[src/rtl/ptm_pkg.sv]
package ptm_pkg;
  localparam int REG_W        = 8;
  localparam int CFG_PT       = 6;
  localparam int CFG_DIR      = 0;
  localparam int ST_FIELD     = 0;
  localparam int ST_RDY_RF    = 3;
  localparam int ST_RDY_HOST  = 4;
  localparam int ST_RF_LOCK   = 5;
  localparam int ST_HOST_LOCK = 6;
  localparam logic [REG_W-1:0] CFG_IMPL = 8'h41;

  typedef enum logic [2:0] {
    PH_IDLE,
    PH_H2R_FILL,
    PH_H2R_DRAIN,
    PH_R2H_FILL,
    PH_R2H_DRAIN
  } phase_e;
endpackage

[src/rtl/ptm_cfg_reg.sv]
module ptm_cfg_reg
  import ptm_pkg::*;
(
  input  logic             clk,
  input  logic             rst_n,
  input  logic             field_on,
  input  logic             wr_en,
  input  logic             sel,
  input  logic [REG_W-1:0] mask,
  input  logic [REG_W-1:0] data,
  output logic [REG_W-1:0] cfg_q,
  output logic [REG_W-1:0] cfg_d,
  output logic             cfg_load
);
  logic [REG_W-1:0] merged;
  logic             cfg_wr;

  assign cfg_wr = wr_en && !sel;

  always_comb begin
    merged = ((cfg_q & ~mask) | (data & mask)) & CFG_IMPL;
    if (!field_on) merged[CFG_PT] = 1'b0;
    cfg_d = cfg_wr ? merged : cfg_q;
    if (!field_on) cfg_d[CFG_PT] = 1'b0;
    cfg_load = field_on && cfg_wr &&
               ((merged[CFG_PT] != cfg_q[CFG_PT]) || (merged[CFG_DIR] != cfg_q[CFG_DIR]));
  end

  always_ff @(posedge clk or negedge rst_n) begin
    if (!rst_n) cfg_q <= '0;
    else        cfg_q <= cfg_d;
  end

  assert_masked_dir_R1: assert property (@(posedge clk) disable iff (!rst_n)
    (wr_en && !sel) |=> cfg_q[CFG_DIR] == ($past(mask[CFG_DIR]) ? $past(data[CFG_DIR]) : $past(cfg_q[CFG_DIR])));

  assert_pt_needs_field_R2: assert property (@(posedge clk) disable iff (!rst_n)
    !field_on |=> !cfg_q[CFG_PT]);

  assert_reserved_zero_R1: assert property (@(posedge clk) disable iff (!rst_n)
    (cfg_q & ~CFG_IMPL) == '0);
endmodule

[src/rtl/ptm_port_gate.sv]
module ptm_port_gate #(
  parameter int AW = 6
) (
  input  logic          clk,
  input  logic          rst_n,
  input  logic          valid,
  input  logic          write,
  input  logic [AW-1:0] addr,
  input  logic          owns,
  output logic          do_wr,
  output logic          do_rd,
  output logic          last_wr,
  output logic          last_rd,
  output logic          err_q
);
  localparam logic [AW-1:0] LAST_ADDR = {AW{1'b1}};

  logic at_last;

  assign at_last = (addr == LAST_ADDR);
  assign do_wr   = valid && write && owns;
  assign do_rd   = valid && !write && owns;
  assign last_wr = do_wr && at_last;
  assign last_rd = do_rd && at_last;

  always_ff @(posedge clk or negedge rst_n) begin
    if (!rst_n) err_q <= 1'b0;
    else        err_q <= valid && !owns;
  end
endmodule

[src/rtl/ptm_phase_fsm.sv]
module ptm_phase_fsm
  import ptm_pkg::*;
(
  input  logic             clk,
  input  logic             rst_n,
  input  logic             field_on,
  input  logic             cfg_load,
  input  logic [REG_W-1:0] cfg_d,
  input  logic             h_last_wr,
  input  logic             h_last_rd,
  input  logic             r_last_wr,
  input  logic             r_last_rd,
  output logic             host_owns,
  output logic             rf_owns,
  output logic [REG_W-1:0] own_bits,
  output logic             evt_q
);
  phase_e phase, nxt;

  always_comb begin
    nxt = phase;
    if (!field_on) begin
      nxt = PH_IDLE;
    end else if (cfg_load) begin
      if (!cfg_d[CFG_PT])      nxt = PH_IDLE;
      else if (cfg_d[CFG_DIR]) nxt = PH_R2H_FILL;
      else                     nxt = PH_H2R_FILL;
    end else begin
      case (phase)
        PH_H2R_FILL:  if (h_last_wr) nxt = PH_H2R_DRAIN;
        PH_H2R_DRAIN: if (r_last_rd) nxt = PH_H2R_FILL;
        PH_R2H_FILL:  if (r_last_wr) nxt = PH_R2H_DRAIN;
        PH_R2H_DRAIN: if (h_last_rd) nxt = PH_R2H_FILL;
        default:      nxt = phase;
      endcase
    end
  end

  always_ff @(posedge clk or negedge rst_n) begin
    if (!rst_n) begin
      phase <= PH_IDLE;
      evt_q <= 1'b0;
    end else begin
      phase <= nxt;
      evt_q <= (nxt == PH_H2R_DRAIN) != (phase == PH_H2R_DRAIN);
    end
  end

  assign host_owns = (phase == PH_H2R_FILL) || (phase == PH_R2H_DRAIN);
  assign rf_owns   = (phase == PH_H2R_DRAIN) || (phase == PH_R2H_FILL);

  always_comb begin
    own_bits = '0;
    own_bits[ST_HOST_LOCK] = host_owns;
    own_bits[ST_RF_LOCK]   = rf_owns;
    own_bits[ST_RDY_RF]    = (phase == PH_H2R_DRAIN);
    own_bits[ST_RDY_HOST]  = (phase == PH_R2H_DRAIN);
  end

  assert_no_drain_without_fill_R5: assert property (@(posedge clk) disable iff (!rst_n)
    (phase == PH_H2R_DRAIN) && !$past(phase == PH_H2R_DRAIN) |-> $past(h_last_wr) && $past(field_on));

  assert_idle_after_loss_R10: assert property (@(posedge clk) disable iff (!rst_n)
    !field_on |=> !host_owns && !rf_owns);
endmodule

[src/rtl/ptm_buffer.sv]
module ptm_buffer #(
  parameter int DW    = 8,
  parameter int DEPTH = 64,
  parameter int AW    = $clog2(DEPTH)
) (
  input  logic          clk,
  input  logic          rst_n,
  input  logic          a_we,
  input  logic          a_re,
  input  logic [AW-1:0] a_addr,
  input  logic [DW-1:0] a_wdata,
  output logic          a_rvalid,
  output logic [DW-1:0] a_rdata,
  input  logic          b_we,
  input  logic          b_re,
  input  logic [AW-1:0] b_addr,
  input  logic [DW-1:0] b_wdata,
  output logic          b_rvalid,
  output logic [DW-1:0] b_rdata
);
  logic [DW-1:0] mem [DEPTH];

  always_ff @(posedge clk) begin
    if (a_we)      mem[a_addr] <= a_wdata;
    else if (b_we) mem[b_addr] <= b_wdata;
    if (a_re) a_rdata <= mem[a_addr];
    if (b_re) b_rdata <= mem[b_addr];
  end

  always_ff @(posedge clk or negedge rst_n) begin
    if (!rst_n) begin
      a_rvalid <= 1'b0;
      b_rvalid <= 1'b0;
    end else begin
      a_rvalid <= a_re;
      b_rvalid <= b_re;
    end
  end

  assert_single_writer_R9: assert property (@(posedge clk) disable iff (!rst_n)
    !(a_we && b_we));
endmodule

[src/rtl/ptm_mailbox.sv]
module ptm_mailbox
  import ptm_pkg::*;
#(
  parameter int BLK_BYTES = 16,
  parameter int NUM_BLKS  = 4,
  parameter int DW        = 8
) (
  input  logic             clk,
  input  logic             rst_n,
  input  logic             field_on,
  input  logic             reg_wr_en,
  input  logic             reg_sel,
  input  logic [REG_W-1:0] reg_mask,
  input  logic [REG_W-1:0] reg_data,
  output logic [REG_W-1:0] cfg_q,
  output logic [REG_W-1:0] stat_q,
  input  logic             h_req_valid,
  output logic             h_req_ready,
  input  logic             h_req_write,
  input  logic [5:0]       h_req_addr,
  input  logic [DW-1:0]    h_req_wdata,
  output logic             h_rsp_valid,
  output logic [DW-1:0]    h_rsp_data,
  output logic             h_err,
  input  logic             rf_req_valid,
  output logic             rf_req_ready,
  input  logic             rf_req_write,
  input  logic [5:0]       rf_req_addr,
  input  logic [DW-1:0]    rf_req_wdata,
  output logic             rf_rsp_valid,
  output logic [DW-1:0]    rf_rsp_data,
  output logic             rf_err,
  output logic             rdy_evt
);
  localparam int DEPTH = BLK_BYTES * NUM_BLKS;
  localparam int AW    = $clog2(DEPTH);
  localparam logic [AW-1:0] LAST_ADDR = AW'(DEPTH - 1);

  logic [REG_W-1:0] cfg_d, own_bits;
  logic             cfg_load, host_owns, rf_owns, field_q;
  logic             h_wr, h_rd, h_lw, h_lr;
  logic             r_wr, r_rd, r_lw, r_lr;

  assign h_req_ready  = 1'b1;
  assign rf_req_ready = 1'b1;

  ptm_cfg_reg u_cfg (
    .clk(clk), .rst_n(rst_n), .field_on(field_on), .wr_en(reg_wr_en), .sel(reg_sel),
    .mask(reg_mask), .data(reg_data), .cfg_q(cfg_q), .cfg_d(cfg_d), .cfg_load(cfg_load)
  );

  ptm_port_gate #(.AW(AW)) u_hgate (
    .clk(clk), .rst_n(rst_n), .valid(h_req_valid), .write(h_req_write), .addr(h_req_addr),
    .owns(host_owns), .do_wr(h_wr), .do_rd(h_rd), .last_wr(h_lw), .last_rd(h_lr), .err_q(h_err)
  );

  ptm_port_gate #(.AW(AW)) u_rgate (
    .clk(clk), .rst_n(rst_n), .valid(rf_req_valid), .write(rf_req_write), .addr(rf_req_addr),
    .owns(rf_owns), .do_wr(r_wr), .do_rd(r_rd), .last_wr(r_lw), .last_rd(r_lr), .err_q(rf_err)
  );

  ptm_phase_fsm u_fsm (
    .clk(clk), .rst_n(rst_n), .field_on(field_on), .cfg_load(cfg_load), .cfg_d(cfg_d),
    .h_last_wr(h_lw), .h_last_rd(h_lr), .r_last_wr(r_lw), .r_last_rd(r_lr),
    .host_owns(host_owns), .rf_owns(rf_owns), .own_bits(own_bits), .evt_q(rdy_evt)
  );

  ptm_buffer #(.DW(DW), .DEPTH(DEPTH), .AW(AW)) u_buf (
    .clk(clk), .rst_n(rst_n),
    .a_we(h_wr), .a_re(h_rd), .a_addr(h_req_addr), .a_wdata(h_req_wdata),
    .a_rvalid(h_rsp_valid), .a_rdata(h_rsp_data),
    .b_we(r_wr), .b_re(r_rd), .b_addr(rf_req_addr), .b_wdata(rf_req_wdata),
    .b_rvalid(rf_rsp_valid), .b_rdata(rf_rsp_data)
  );

  always_ff @(posedge clk or negedge rst_n) begin
    if (!rst_n) field_q <= 1'b0;
    else        field_q <= field_on;
  end

  always_comb begin
    stat_q = own_bits;
    stat_q[ST_FIELD] = field_q;
  end

  assert_handoff_to_rf_R5: assert property (@(posedge clk) disable iff (!rst_n)
    (stat_q == 8'h41 && field_on && !reg_wr_en && h_req_valid && h_req_write && h_req_addr == LAST_ADDR)
    |=> stat_q == 8'h29);

  assert_return_to_host_R6: assert property (@(posedge clk) disable iff (!rst_n)
    (stat_q == 8'h29 && field_on && !reg_wr_en && rf_req_valid && !rf_req_write && rf_req_addr == LAST_ADDR)
    |=> stat_q == 8'h41);

  assert_r2h_handoff_R7: assert property (@(posedge clk) disable iff (!rst_n)
    (stat_q == 8'h21 && field_on && !reg_wr_en && rf_req_valid && rf_req_write && rf_req_addr == LAST_ADDR)
    |=> stat_q == 8'h51);

  assert_field_drop_R10: assert property (@(posedge clk) disable iff (!rst_n)
    !field_on |=> (stat_q == 8'h00) && !cfg_q[CFG_PT]);

  assert_reject_host_R9: assert property (@(posedge clk) disable iff (!rst_n)
    (h_req_valid && !stat_q[ST_HOST_LOCK]) |=> h_err && !h_rsp_valid);

  assert_reject_rf_R9: assert property (@(posedge clk) disable iff (!rst_n)
    (rf_req_valid && !stat_q[ST_RF_LOCK]) |=> rf_err && !rf_rsp_valid);

  assert_read_latency_R8: assert property (@(posedge clk) disable iff (!rst_n)
    (h_req_valid && !h_req_write && stat_q[ST_HOST_LOCK]) |=> h_rsp_valid);

  assert_evt_on_change_R11: assert property (@(posedge clk) disable iff (!rst_n)
    rdy_evt |-> stat_q[ST_RDY_RF] != $past(stat_q[ST_RDY_RF]));

  assert_status_write_ignored_R3: assert property (@(posedge clk) disable iff (!rst_n)
    (reg_wr_en && reg_sel && field_on && stat_q[ST_FIELD] && !h_req_valid && !rf_req_valid)
    |=> stat_q == $past(stat_q));
endmodule

[config.mk]
export PLATFORM = sky130hd
export DESIGN_NAME = ptm_mailbox
export DESIGN_NICKNAME = d
export VERILOG_FILES = /design/src/rtl/ptm_pkg.sv /design/src/rtl/ptm_cfg_reg.sv /design/src/rtl/ptm_port_gate.sv /design/src/rtl/ptm_phase_fsm.sv /design/src/rtl/ptm_buffer.sv /design/src/rtl/ptm_mailbox.sv
export SDC_FILE = /design/constraint.sdc
export NUM_CORES = 1
export LEC_CHECK = 0
export BUFFER_PORTS_ARGS = -buffer_cell sky130_fd_sc_hd__clkbuf_2
export CORE_ASPECT_RATIO = 2
export CORE_MARGIN = 10
export CORE_UTILIZATION = 32
export DETAILED_ROUTE_END_ITERATION = 6
export PLACE_DENSITY = 0.47
export SYNTH_ARGS = -nofsm -noshare
export SYNTH_HDL_FRONTEND = slang
export SYNTH_SLANG_ARGS = --single-unit
[constraint.sdc]
create_clock -name clk -period 7.6 [get_ports clk]
set_clock_uncertainty 0.1 [all_clocks]
set_input_delay 0.38 -clock clk [delete_from_list [all_inputs] [get_ports clk]]
set_output_delay 0.38 -clock clk [all_outputs]
set_load 0.02 [all_outputs]
==> results of run 1 <==
worst max-delay path by stage:
stage                       endpoint  cells past startpoint  slack (ps)
floorplan           u_buf.mem[41][0]                      7        4870
global placement    u_buf.a_rdata[4]                      8        3570
detailed placement  u_buf.mem[24][0]                      7        3540
CTS                 u_buf.mem[39][0]                      7        3970
global route        u_buf.mem[48][2]                      7        3880
finish              u_buf.mem[39][0]                      7        3860
synth_stat cells, drive strengths merged, types with 2 or more instances:
| cell | instances |
|---|---|
| o22ai | 25 |
| a22oi | 13 |
| mux4 | 267 |
| o221ai | 14 |
| nor4 | 2 |
| nand2b | 6 |
| a32oi | 5 |
| mux2i | 63 |
| nand3b | 6 |
| nand2 | 72 |
| a21oi | 18 |
| edfxtp | 528 |
| a31oi | 8 |
| and3 | 2 |
| buf | 85 |
| inv | 5 |
| nor2b | 17 |
| clkbuf | 32 |
| and2 | 6 |
| o21ai | 35 |
| xnor2 | 3 |
| mux2 | 3 |
| nor3 | 11 |
| dfrtp | 11 |
| nand4 | 4 |
| a211oi | 9 |
| nand4b | 2 |
| nand3 | 29 |
| conb | 2 |
| nor2 | 82 |
kinds of logic after synthesis:
family | Yosys count | share of synthesized area, %
buffers and inverters | 123 | 2.57
multiplexers | 333 | 26.2
AND/OR/NAND/NOR | 244 | 4.38
other | 2 | 0.0294
flip-flops | 539 | 63.2
AO/OA/AOI/OAI | 138 | 3.52
XOR/XNOR | 3 | 0.103
repair_timing:
item                                    4_1_cts  5_1_grt
hold endpoints to repair                     14        0
setup buffers                                 0        0
gates resized for setup                       0        0
hold buffers                                  5        0
endpoints found under the setup margin        0        0
where the power goes:
group / total [mW] / internal [mW] / switching (mW)
sequential: 3.28 / 3.28 / 0.00494
clock: 2.33 / 1.22 / 1.11
combinational: 0.558 / 0.207 / 0.351
metal layers:
| metal | vias up | part of all wire, % | GRT usage (%) |
|---|---|---|---|
| met5 | - | 0.025 | 0 |
| met3 | 159 | 4.3 | 1.93 |
| met1 | 7483 | 34 | 18.1 |
| met2 | 465 | 55 | 31.9 |
| met4 | 4 | 6.4 | 10.4 |
| li1 | 5894 | - | - |
final cells by class:
type	count	share of cell area [%]
tap	1036	4.57
multi-input combinational	729	31.0
clock buffer	64	4.52
sequential	539	56.9
inverter	6	0.0794
timing repair buffer	108	2.50
clock inverter	23	0.481
worst max-delay path, stage by stage (launching register included):
cell and delay (ps):
sky130_fd_sc_hd__dfrtp_1 510, sky130_fd_sc_hd__nand4b_1 180, sky130_fd_sc_hd__buf_4 320, sky130_fd_sc_hd__nor2_1 110
sky130_fd_sc_hd__a31oi_1 380, sky130_fd_sc_hd__nor2_1 100, sky130_fd_sc_hd__a21oi_1 1020, sky130_fd_sc_hd__nor2_1 600
flip-flops by register name, indices dropped and copies added, names as in the netlist:
signal          count
u_buf.b_rdata       8
u_buf.b_rvalid      1
u_buf.a_rdata       8
u_buf.mem         512
u_fsm.phase         3
u_fsm.evt_q         1
u_hgate.err_q       1
u_cfg.cfg_q         2
u_rgate.err_q       1
u_buf.a_rvalid      1
field_q             1
through the flow:
step           setup WS [ps]  hold slack (ps)
2_1_floorplan           4870            -15.6
3_3_place_gp            3570              191
3_5_place_dp            3540              204
4_1_cts                 3970             5.93
5_1_grt                 3880             33.6
6_report                3860             27.8
cells in the final DEF (no fill, tap or decap), drive strengths merged, types with 18 or more instances in the layout:
master  instances
o22ai          25
nor2           82
nand3          29
nand2          72
a21oi          18
edfxtp        528
clkinv         21
o21ai          35
buf            41
mux2i          63
clkbuf        126
mux4          267
==> summary.md, run 1 <==
| Metric | Value |
|---|---|
| IO buf count | `68` |
| Fin crit share | `49.2%` |
| Worst VDD drop | `132 µV` |
| Wire length of the first global-routing pass | `113 mm` |
| Ports placed on the boundary | `92` |
| Cell depth of the worst hold path | `3` |
| Data required time of the critical path | `7680 ps` |
| Antenna violation net count after detailed routing | `0` |
| Antenna Cells | `0` |
| Instance count after placement with tap cells included | `2413` |
| Length of the first detailed-routing pass in iterations | `5` |
| Final critical-path required period | `3740 ps` |
| Post-Syn Area per Cell | `18.5 µm²` |
| Fraction of synthesis flops using an asynchronous set or reset pin | `2.04%` |
| Critical path peak fanout | `21` |
| Area of the core region | `0.0791 mm²` |
| Gate count of the mapped netlist | `1382` |
| TritonCTS clock tree | `yes` |
| RR Startpoint | `u_fsm.phase[2]` |
| Via/cell ratio | `5.59` |
| CTS Sinks | `539` |
| Chip height | `419 µm` |
| MaxCap Viol Count | `0` |
| Number of antenna violations at the first check in global routing | `3` |
| Die footprint | `0.0921 mm²` |
| Final sum of negative setup slack | `0 ps` |
| Worst rel slew slack | `6.97%` |
| # setup viols final | `0` |
| Area used by multi-input combinational logic | `0.00879 mm²` |
| Post-layout instance area | `0.0284 mm²` |
| Critical path data arrival time | `3820 ps` |
| CTS max path bufs | `3` |
| Ratio of cells with drive above 1 in the final layout | `30.7%` |
| Hold path start | `rf_req_valid` |
| Worst r2r path cells | `7` |
| Total congestion overflow after global routing | `0` |
| Area share of the largest cell type after synthesis | `62.1%` |
| Number of H-tree levels | `2` |
| Max-slew violation count | `0` |
| Combined global-route utilization of all metal layers | `17.2%` |
| Top post-synthesis cells by area | `sky130_fd_sc_hd__edfxtp_1, sky130_fd_sc_hd__mux4_2, sky130_fd_sc_hd__mux2i_1` |
| Start point of the critical path | `u_fsm.phase[2]` |
| Combined area of all synthesized cells | `0.0255 mm²` |
| Distinct cell type count after synthesis | `52` |
| Worst Setup Start Kind | `register` |
| Routability cong. | `0.818` |
| Post-synthesis sequential element count | `539` |
| Clk Tree Root Cell | `sky130_fd_sc_hd__clkbuf_16` |
| Final #Nets | `1485` |
| Clock Latency Late Sink | `590 ps` |
| Post-layout util | `35.9%` |
| Synthesis-to-layout area growth | `11.2%` |
| Crit end category | `register` |
| Number of standard cells in the layout, taps in and fillers out | `2505` |
| Wire length reported by the detailed router | `79.5 mm` |
| Max Clk Rate | `267 MHz` |
| Setup repair after global routing missed its margin | `false` |
| Final number of hold-violating endpoints | `0` |
| Hold Path Class | `in2reg` |
| Worst hold endpoint | `u_rgate.err_q` |
| Post-synth EDFFs | `528` |
| DRC violations left | `0` |
| R2R Setup Slk | `3860 ps` |
| Initial Utilization | `32.3%` |
| Placement Cell Area | `0.0269 mm²` |
| Overall power consumption | `6.17 mW` |
| Clock slew at the register clock pins of the worst setup and hold paths | `60 ps` |
| Warnings from Yosys | `0` |
| Prevailing post-synth register cell | `sky130_fd_sc_hd__edfxtp_1` |
| Maximum number of pins on one net before global-route repair | `90` |
| TritonCTS buffer count | `48` |
| FF/Latch Area | `0.0161 mm²` |
| Vias in the first global route | `15300` |
| Transition time of the tightest slew-check pin | `1400 ps` |
| Library cell occupying the most area in the post-synthesis netlist | `sky130_fd_sc_hd__edfxtp_1` |
| Crit Path Class | `reg2reg` |
| Core Rows | `146` |
| Initial drt markers | `1160` |
| Via count | `14000` |
| Half-perimeter wire length of the detailed placement result | `53.9 mm` |
| Proportion of synthesized chip area in sequential cells | `63.2%` |
| Power density normalized to cell area | `218 mW/mm²` |
| Status | `finished, final reports clean` |
| Static leakage power | `8.85 nW` |
| Filler cell count | `7294` |
| Average wire length per cell after detail routing | `31.7 µm` |
| Floorplan die width | `220 µm` |
| Endpoint of the lowest-slack register-to-register path | `u_buf.mem[39][0]` |
Note: power is estimated with default switching activity, not from simulation.
==> inputs of run 2 (changes only) <==
--- a/config.mk
+++ b/config.mk
@@ -10,7 +10,7 @@
 export CORE_MARGIN = 10
 export CORE_UTILIZATION = 32
 export DETAILED_ROUTE_END_ITERATION = 6
-export PLACE_DENSITY = 0.47
+export PLACE_DENSITY = 0.48
 export SYNTH_ARGS = -nofsm -noshare
 export SYNTH_HDL_FRONTEND = slang
 export SYNTH_SLANG_ARGS = --single-unit
==> constraint.sdc (replaced) <==
create_clock -name clk -period 3.2 [get_ports clk]
set_clock_uncertainty 0.1 [all_clocks]
set_input_delay 0.16 -clock clk [delete_from_list [all_inputs] [get_ports clk]]
set_output_delay 0.16 -clock clk [all_outputs]
set_load 0.02 [all_outputs]
==> summary.md, run 2 (synthesized netlist as in run 1, its figures left out) <==
| Metric | Value |
|---|---|
| Top flop regs | `u_buf.mem: 512 flops, u_buf.a_rdata: 8 flops, u_buf.b_rdata: 8 flops` |
| Post-CTS setup buffers | `0 (unchanged)` |
| Clock slew at the register clock pins of the worst setup and hold paths | `70 ps (about the same)` |
| Clk Tree Root Cell | `sky130_fd_sc_hd__clkbuf_16` |
| Max FFs per register | `512 (unchanged)` |
| Post-layout instance area | `0.0295 mm² (+4.1%)` |
| DRC violations left | `0 (unchanged)` |
| Number of H-tree levels | `2 (unchanged)` |
| Maximum number of pins on one net before global-route repair | `65 (-28%)` |
| Via/cell ratio | `5.53 (-1.1%)` |
| Vias in the first global route | `15300 (+0.41%)` |
| Initial Utilization | `32.3% (unchanged)` |
| Wire length reported by the detailed router | `79.3 mm (-0.26%)` |
| Average wire length per cell after detail routing | `30.5 µm (-3.9%)` |
| Antenna violation net count after detailed routing | `0 (unchanged)` |
| Worst VDD drop | `371 µV (+180%)` |
| Worst Setup Start Kind | `register` |
| Ports placed on the boundary | `92 (unchanged)` |
| Half-perimeter wire length of the detailed placement result | `57.1 mm (+5.8%)` |
| Worst setup margin | `184 ps (-3670 ps)` |
| Crit end category | `register` |
| Floorplan die width | `220 µm (unchanged)` |
| Worst-case hold slack | `41.4 ps (+13.6 ps)` |
| CTS Sinks | `539 (unchanged)` |
| TritonCTS buffer count | `46 (-4.2%)` |
| Number of antenna violations at the first check in global routing | `0 (-3)` |
| Synthesis-to-layout area growth | `15.8%` |
| Chip height | `419 µm (unchanged)` |
| Critical path peak fanout | `13 (-38%)` |
| Final critical-path required period | `3020 ps (-726 ps)` |
| Transition time of the tightest slew-check pin | `1120 ps (-279 ps)` |
| Setup repair after global routing missed its margin | `false` |
| Crit Path Class | `reg2reg` |
| Overall power consumption | `15.4 mW (+150%)` |
| Area used by multi-input combinational logic | `0.00879 mm² (about the same)` |
| Total congestion overflow after global routing | `0 (unchanged)` |
| Max-slew violation count | `0 (unchanged)` |
| FF/Latch Area | `0.0161 mm² (unchanged)` |
| IO buf count | `68 (unchanged)` |
| Die footprint | `0.0921 mm² (unchanged)` |
| Filler cell count | `7251 (-0.59%)` |
| Wire length of the first global-routing pass | `113 mm (+0.61%)` |
| Final sum of negative setup slack | `0 ps (unchanged)` |
| Initial drt markers | `996 (-14%)` |
| Setup WS pre-CTS | `221 ps (-3320 ps)` |
| Via count | `14400 (+2.7%)` |
| Power density normalized to cell area | `520 mW/mm² (+140%)` |
| Biggest register | `u_buf.mem` |
| Hold Path Class | `in2reg` |
| Leading cell types in the layout, fill and taps excluded | `sky130_fd_sc_hd__edfxtp_1, sky130_fd_sc_hd__mux4_2, sky130_fd_sc_hd__buf_4` |
| Final #Nets | `1583 (+6.6%)` |
| CTS max path bufs | `3 (unchanged)` |
| Length of the first detailed-routing pass in iterations | `5 (unchanged)` |
| Data required time of the critical path | `3330 ps (-4350 ps)` |
| Fin crit share | `94.2% (+45 points)` |
| Static leakage power | `9.50 nW (+7.4%)` |
| # setup viols final | `0 (unchanged)` |
| Most frequent standard cell in the layout excluding fill and tap cells | `sky130_fd_sc_hd__edfxtp_1` |
| Worst rel slew slack | `25.3% (+18 points)` |
| Routability cong. | `0.845 (+3.4%)` |
| Critical path data arrival time | `3140 ps (-680 ps)` |
| MaxCap Viol Count | `0 (unchanged)` |
| Clock Latency Late Sink | `580 ps (about the same)` |
| TritonCTS clock tree | `yes` |
| Final number of hold-violating endpoints | `0 (unchanged)` |
| Placement Cell Area | `0.0278 mm² (+3.2%)` |
| Status | `finished, final reports clean` |
| Max Clk Rate | `332 MHz (+24%)` |
| Core Rows | `146 (unchanged)` |
| Combined global-route utilization of all metal layers | `17.2% (-0.034 points)` |
| Ratio of cells with drive above 1 in the final layout | `34.9% (+4.2 points)` |
| Area of the core region | `0.0791 mm² (unchanged)` |
run 2: through the flow:
step,util (%),std cells
2_1_floorplan,-,1391
3_3_place_gp,35.1,2502
3_5_place_dp,35.1,2503
4_1_cts,37.3,2599
5_1_grt,37.3,2599
6_report,37.4,2600
run 2: final timing paths:
check,startpoint,to,slack (ps),cells past startpoint
max reg2reg,u_fsm.phase[1],u_buf.mem[6][6],180,7
min,reg_wr_en,u_fsm.phase[1],40,5
max in group asynchronous,rst_n,u_cfg.cfg_q[6],2050,3
max,u_fsm.phase[1],u_buf.mem[6][6],180,7
min in group asynchronous,rst_n,u_rgate.err_q,560,3
min reg2reg,u_fsm.phase[1],u_fsm.phase[1],680,2
run 2: timing repair:
action | CTS | global route
hold buffers | 15 | 0
endpoints found under the hold margin | 35 | 0
resized for setup | 0 | 1
endpoints found under the setup margin | 0 | 5
run 2: power breakdown:
part	internal, mW	total (mW)	switching [mW]
Combinational	0.571	1.43	0.860
Clock	3.51	6.14	2.63
Sequential	7.78	7.79	0.00948
run 2: final cells by class:
class / instances / share of cell area, %
Antenna cell: 1 / 0.00847
Clock buffer: 53 / 4.20
Clock inverter: 28 / 1.26
Inverter: 6 / 0.0762
Multi-Input combinational cell: 729 / 29.8
Sequential cell: 539 / 54.6
Tap cell: 1036 / 4.39
Timing Repair Buffer: 208 / 5.71
run 2: metal layers:
layer,vias up,GRT usage [%],share of wire (%)
li1,6088,-,-
met1,7655,18.4,35
met2,501,31.6,55
met3,139,1.59,4.1
met4,0,10.7,6.7
met5,-,0,0
run 2: critical path, cell delays in order (launching register included):
cell	delay, ps
sky130_fd_sc_hd__dfrtp_1	480
sky130_fd_sc_hd__nand4b_1	160
sky130_fd_sc_hd__buf_4	210
sky130_fd_sc_hd__nor2_1	70
sky130_fd_sc_hd__a31oi_1	290
sky130_fd_sc_hd__nor3_1	100
sky130_fd_sc_hd__a31oi_2	780
sky130_fd_sc_hd__nor2_1	450
==> inputs of run 3 (changes only) <==
--- a/config.mk
+++ b/config.mk
@@ -9,6 +9,7 @@
 export CORE_ASPECT_RATIO = 2
 export CORE_MARGIN = 10
 export CORE_UTILIZATION = 32
+export CTS_BUF_LIST = sky130_fd_sc_hd__clkbuf_4
 export DETAILED_ROUTE_END_ITERATION = 6
 export PLACE_DENSITY = 0.48
 export SYNTH_ARGS = -nofsm -noshare
==> constraint.sdc (replaced) <==
create_clock -name clk -period 3.2 [get_ports clk]
set_clock_uncertainty 0.1 [all_clocks]
set_input_delay 0.16 -clock clk [delete_from_list [all_inputs] [get_ports clk]]
set_output_delay 0.16 -clock clk [all_outputs]
set_load 0.1 [all_outputs]
==> summary.md, run 3 (synthesized netlist as in run 1, its figures left out) <==
| Metric | Value |
|---|---|
| RR Startpoint | `u_cfg.cfg_q[0]` |
| MaxCap Viol Count | `0 (unchanged)` |
| Leading cell types in the layout, fill and taps excluded | `sky130_fd_sc_hd__edfxtp_1, sky130_fd_sc_hd__mux4_2, sky130_fd_sc_hd__clkbuf_4` |
| Routability cong. | `0.886 (+4.8%)` |
| CTS max path bufs | `3 (unchanged)` |
| Critical path data arrival time | `3770 ps (+630 ps)` |
| Core Rows | `146 (unchanged)` |
| Post-layout instance area | `0.0297 mm² (+0.58%)` |
| Power density normalized to cell area | `486 mW/mm² (-6.7%)` |
| DRC violations left | `0 (unchanged)` |
| Clk Tree Root Cell | `sky130_fd_sc_hd__clkbuf_4` |
| Final number of hold-violating endpoints | `0 (unchanged)` |
| Start point of the critical path | `u_cfg.cfg_q[0]` |
| Wire length reported by the detailed router | `83.4 mm (+5.2%)` |
| Placement Cell Area | `0.0278 mm² (about the same)` |
| Die footprint | `0.0921 mm² (unchanged)` |
| Maximum number of pins on one net before global-route repair | `65 (unchanged)` |
| Number of H-tree levels | `3 (+1)` |
| Vias in the first global route | `16700 (+9.0%)` |
| Post-CTS setup buffers | `0 (unchanged)` |
| Worst r2r path cells | `8 (+1)` |
| Total congestion overflow after global routing | `0 (unchanged)` |
| Combined global-route utilization of all metal layers | `18.3% (+1.1 points)` |
| Chip height | `419 µm (unchanged)` |
| Crit end category | `register` |
| Post-layout util | `37.6% (+0.22 points)` |
| Ports placed on the boundary | `92 (unchanged)` |
| Worst setup margin | `98.5 ps (-86.0 ps)` |
| Most frequent standard cell in the layout excluding fill and tap cells | `sky130_fd_sc_hd__edfxtp_1` |
| Via count | `15100 (+5.3%)` |
| Setup repair after global routing missed its margin | `false` |
| Final #Nets | `1683 (+6.3%)` |
| Fin crit share | `96.9% (+2.7 points)` |
| Transition time of the tightest slew-check pin | `1180 ps (+63.9 ps)` |
| Max FFs per register | `512 (unchanged)` |
| Setup WS pre-CTS | `202 ps (-18.9 ps)` |
| Number of antenna violations at the first check in global routing | `2 (+2)` |
| Hold Path Class | `in2reg` |
| IO buf count | `68 (unchanged)` |
| Clock slew at the register clock pins of the worst setup and hold paths | `90 ps (+20 ps)` |
| Antenna violation net count after detailed routing | `0 (unchanged)` |
| # setup viols final | `0 (unchanged)` |
| R2R Setup Slk | `100 ps (-90 ps)` |
| Critical path peak fanout | `5 (-8)` |
| Total met2 wirelength after detailed routing | `46.4 mm (+7.2%)` |
| Synthesis-to-layout area growth | `16.5%` |
| Initial Utilization | `32.3% (unchanged)` |
| Data required time of the critical path | `3870 ps (+540 ps)` |
| Area of the core region | `0.0791 mm² (unchanged)` |
| Max Clk Rate | `322 MHz (-2.8%)` |
| Endpoint of the lowest-slack register-to-register path | `u_fsm.evt_q` |
| Final critical-path required period | `3100 ps (+86.0 ps)` |
| Worst rel slew slack | `21.3% (-4.0 points)` |
| Static leakage power | `9.71 nW (+2.1%)` |
| Worst VDD drop | `193 µV (-48%)` |
| Floorplan die width | `220 µm (unchanged)` |
| Ratio of cells with drive above 1 in the final layout | `37.7% (+2.8 points)` |
| Routed met3 length | `3.89 mm (+19%)` |
| TritonCTS buffer count | `114 (+150%)` |
| Max-slew violation count | `0 (unchanged)` |
| Status | `finished, final reports clean` |
| Wire length of the first global-routing pass | `119 mm (+5.2%)` |
| Half-perimeter wire length of the detailed placement result | `58.8 mm (+3.0%)` |
| Highest metal layer with signal wires | `met4` |
| Length of the first detailed-routing pass in iterations | `7 (+2)` |
| Overall power consumption | `14.4 mW (-6.1%)` |
| Biggest register | `u_buf.mem` |
| CP endpoint | `u_fsm.evt_q` |
| CTS Sinks | `539 (unchanged)` |
| Initial drt markers | `1045 (+4.9%)` |
| Crit Path Class | `reg2reg` |
| Final sum of negative setup slack | `0 ps (unchanged)` |
| Top flop regs | `u_buf.mem: 512 flops, u_buf.a_rdata: 8 flops, u_buf.b_rdata: 8 flops` |
| Clock Latency Late Sink | `940 ps (+360 ps)` |
| TritonCTS clock tree | `yes` |
| DRT met1 WL | `27.3 mm (-0.51%)` |
| Average wire length per cell after detail routing | `30.3 µm (-0.65%)` |
| Worst Setup Start Kind | `register` |
| Via/cell ratio | `5.50 (-0.58%)` |
-- run 3: changes by cell type in the layout (fill, tap and decap cells not counted), moves of 4 or more --
cell,change
sky130_fd_sc_hd__buf_4,-9
sky130_fd_sc_hd__clkinv_1,+21
sky130_fd_sc_hd__dlygate4sd3_1,+37
sky130_fd_sc_hd__bufinv_16,-9
sky130_fd_sc_hd__clkbuf_16,-49
sky130_fd_sc_hd__clkbuf_4,+159
sky130_fd_sc_hd__buf_12,+4
sky130_fd_sc_hd__clkbuf_1,-4
-- run 3: metrics by stage --
step | hold WS [ps] | std cells
after CTS | 12.0 | 2752
after global placement | -25.2 | 2497
after floorplan | -236 | 1391
after detailed placement | -19.0 | 2498
final | 121 | 2754
after global routing | 55.9 | 2754
-- run 3: what timing repair did --
action / CTS / global route
setup endpoints to repair: 0 / 33
hold buffers: 53 / 0
resized for setup: 0 / 3
endpoints found under the hold margin: 551 / 0
-- run 3: worst max-delay path, stage by stage (launching register included) --
cell and delay [ps]:
sky130_fd_sc_hd__dfrtp_1 480, sky130_fd_sc_hd__xnor2_2 220, sky130_fd_sc_hd__o22ai_1 100, sky130_fd_sc_hd__dlygate4sd3_1 600, sky130_fd_sc_hd__a21oi_1 120, sky130_fd_sc_hd__dlygate4sd3_1 550
sky130_fd_sc_hd__a21oi_1 90, sky130_fd_sc_hd__a311oi_2 260, sky130_fd_sc_hd__mux2_1 410
-- run 3: metal layers --
metal / track usage (%) / vias to the layer above
li1: - / 6374
met1: 18.0 / 8004
met2: 34.1 / 569
met3: 2.97 / 199
met4: 12.3 / 0
met5: 0 / -
-- run 3: worst min-delay path by stage --
stage	from	end	slack [ps]	cells after the start
6_report	rf_req_write	u_buf.b_rvalid	120	4
5_1_grt	rf_req_write	u_buf.b_rvalid	60	4
4_1_cts	rf_req_write	u_buf.b_rvalid	10	4
3_5_place_dp	rst_n	field_q	-20	1
3_3_place_gp	rst_n	field_q	-30	1
2_1_floorplan	rst_n	field_q	-240	0
-- run 3: layout make-up --
cell class	instances	area, µm²
timing repair buffer	240	2070
antenna	3	7.51
clock buffer	159	1190
sequential	539	16100
multi-input combinational	729	8810
fill	7327	49400
inverter	6	22.5
clock inverter	42	179
tap	1036	1300
-- run 3: report_power, final --
part           internal [mW]  switching, mW
combinational          0.611           1.01
clock                   2.30           2.72
sequential              7.78        0.00988
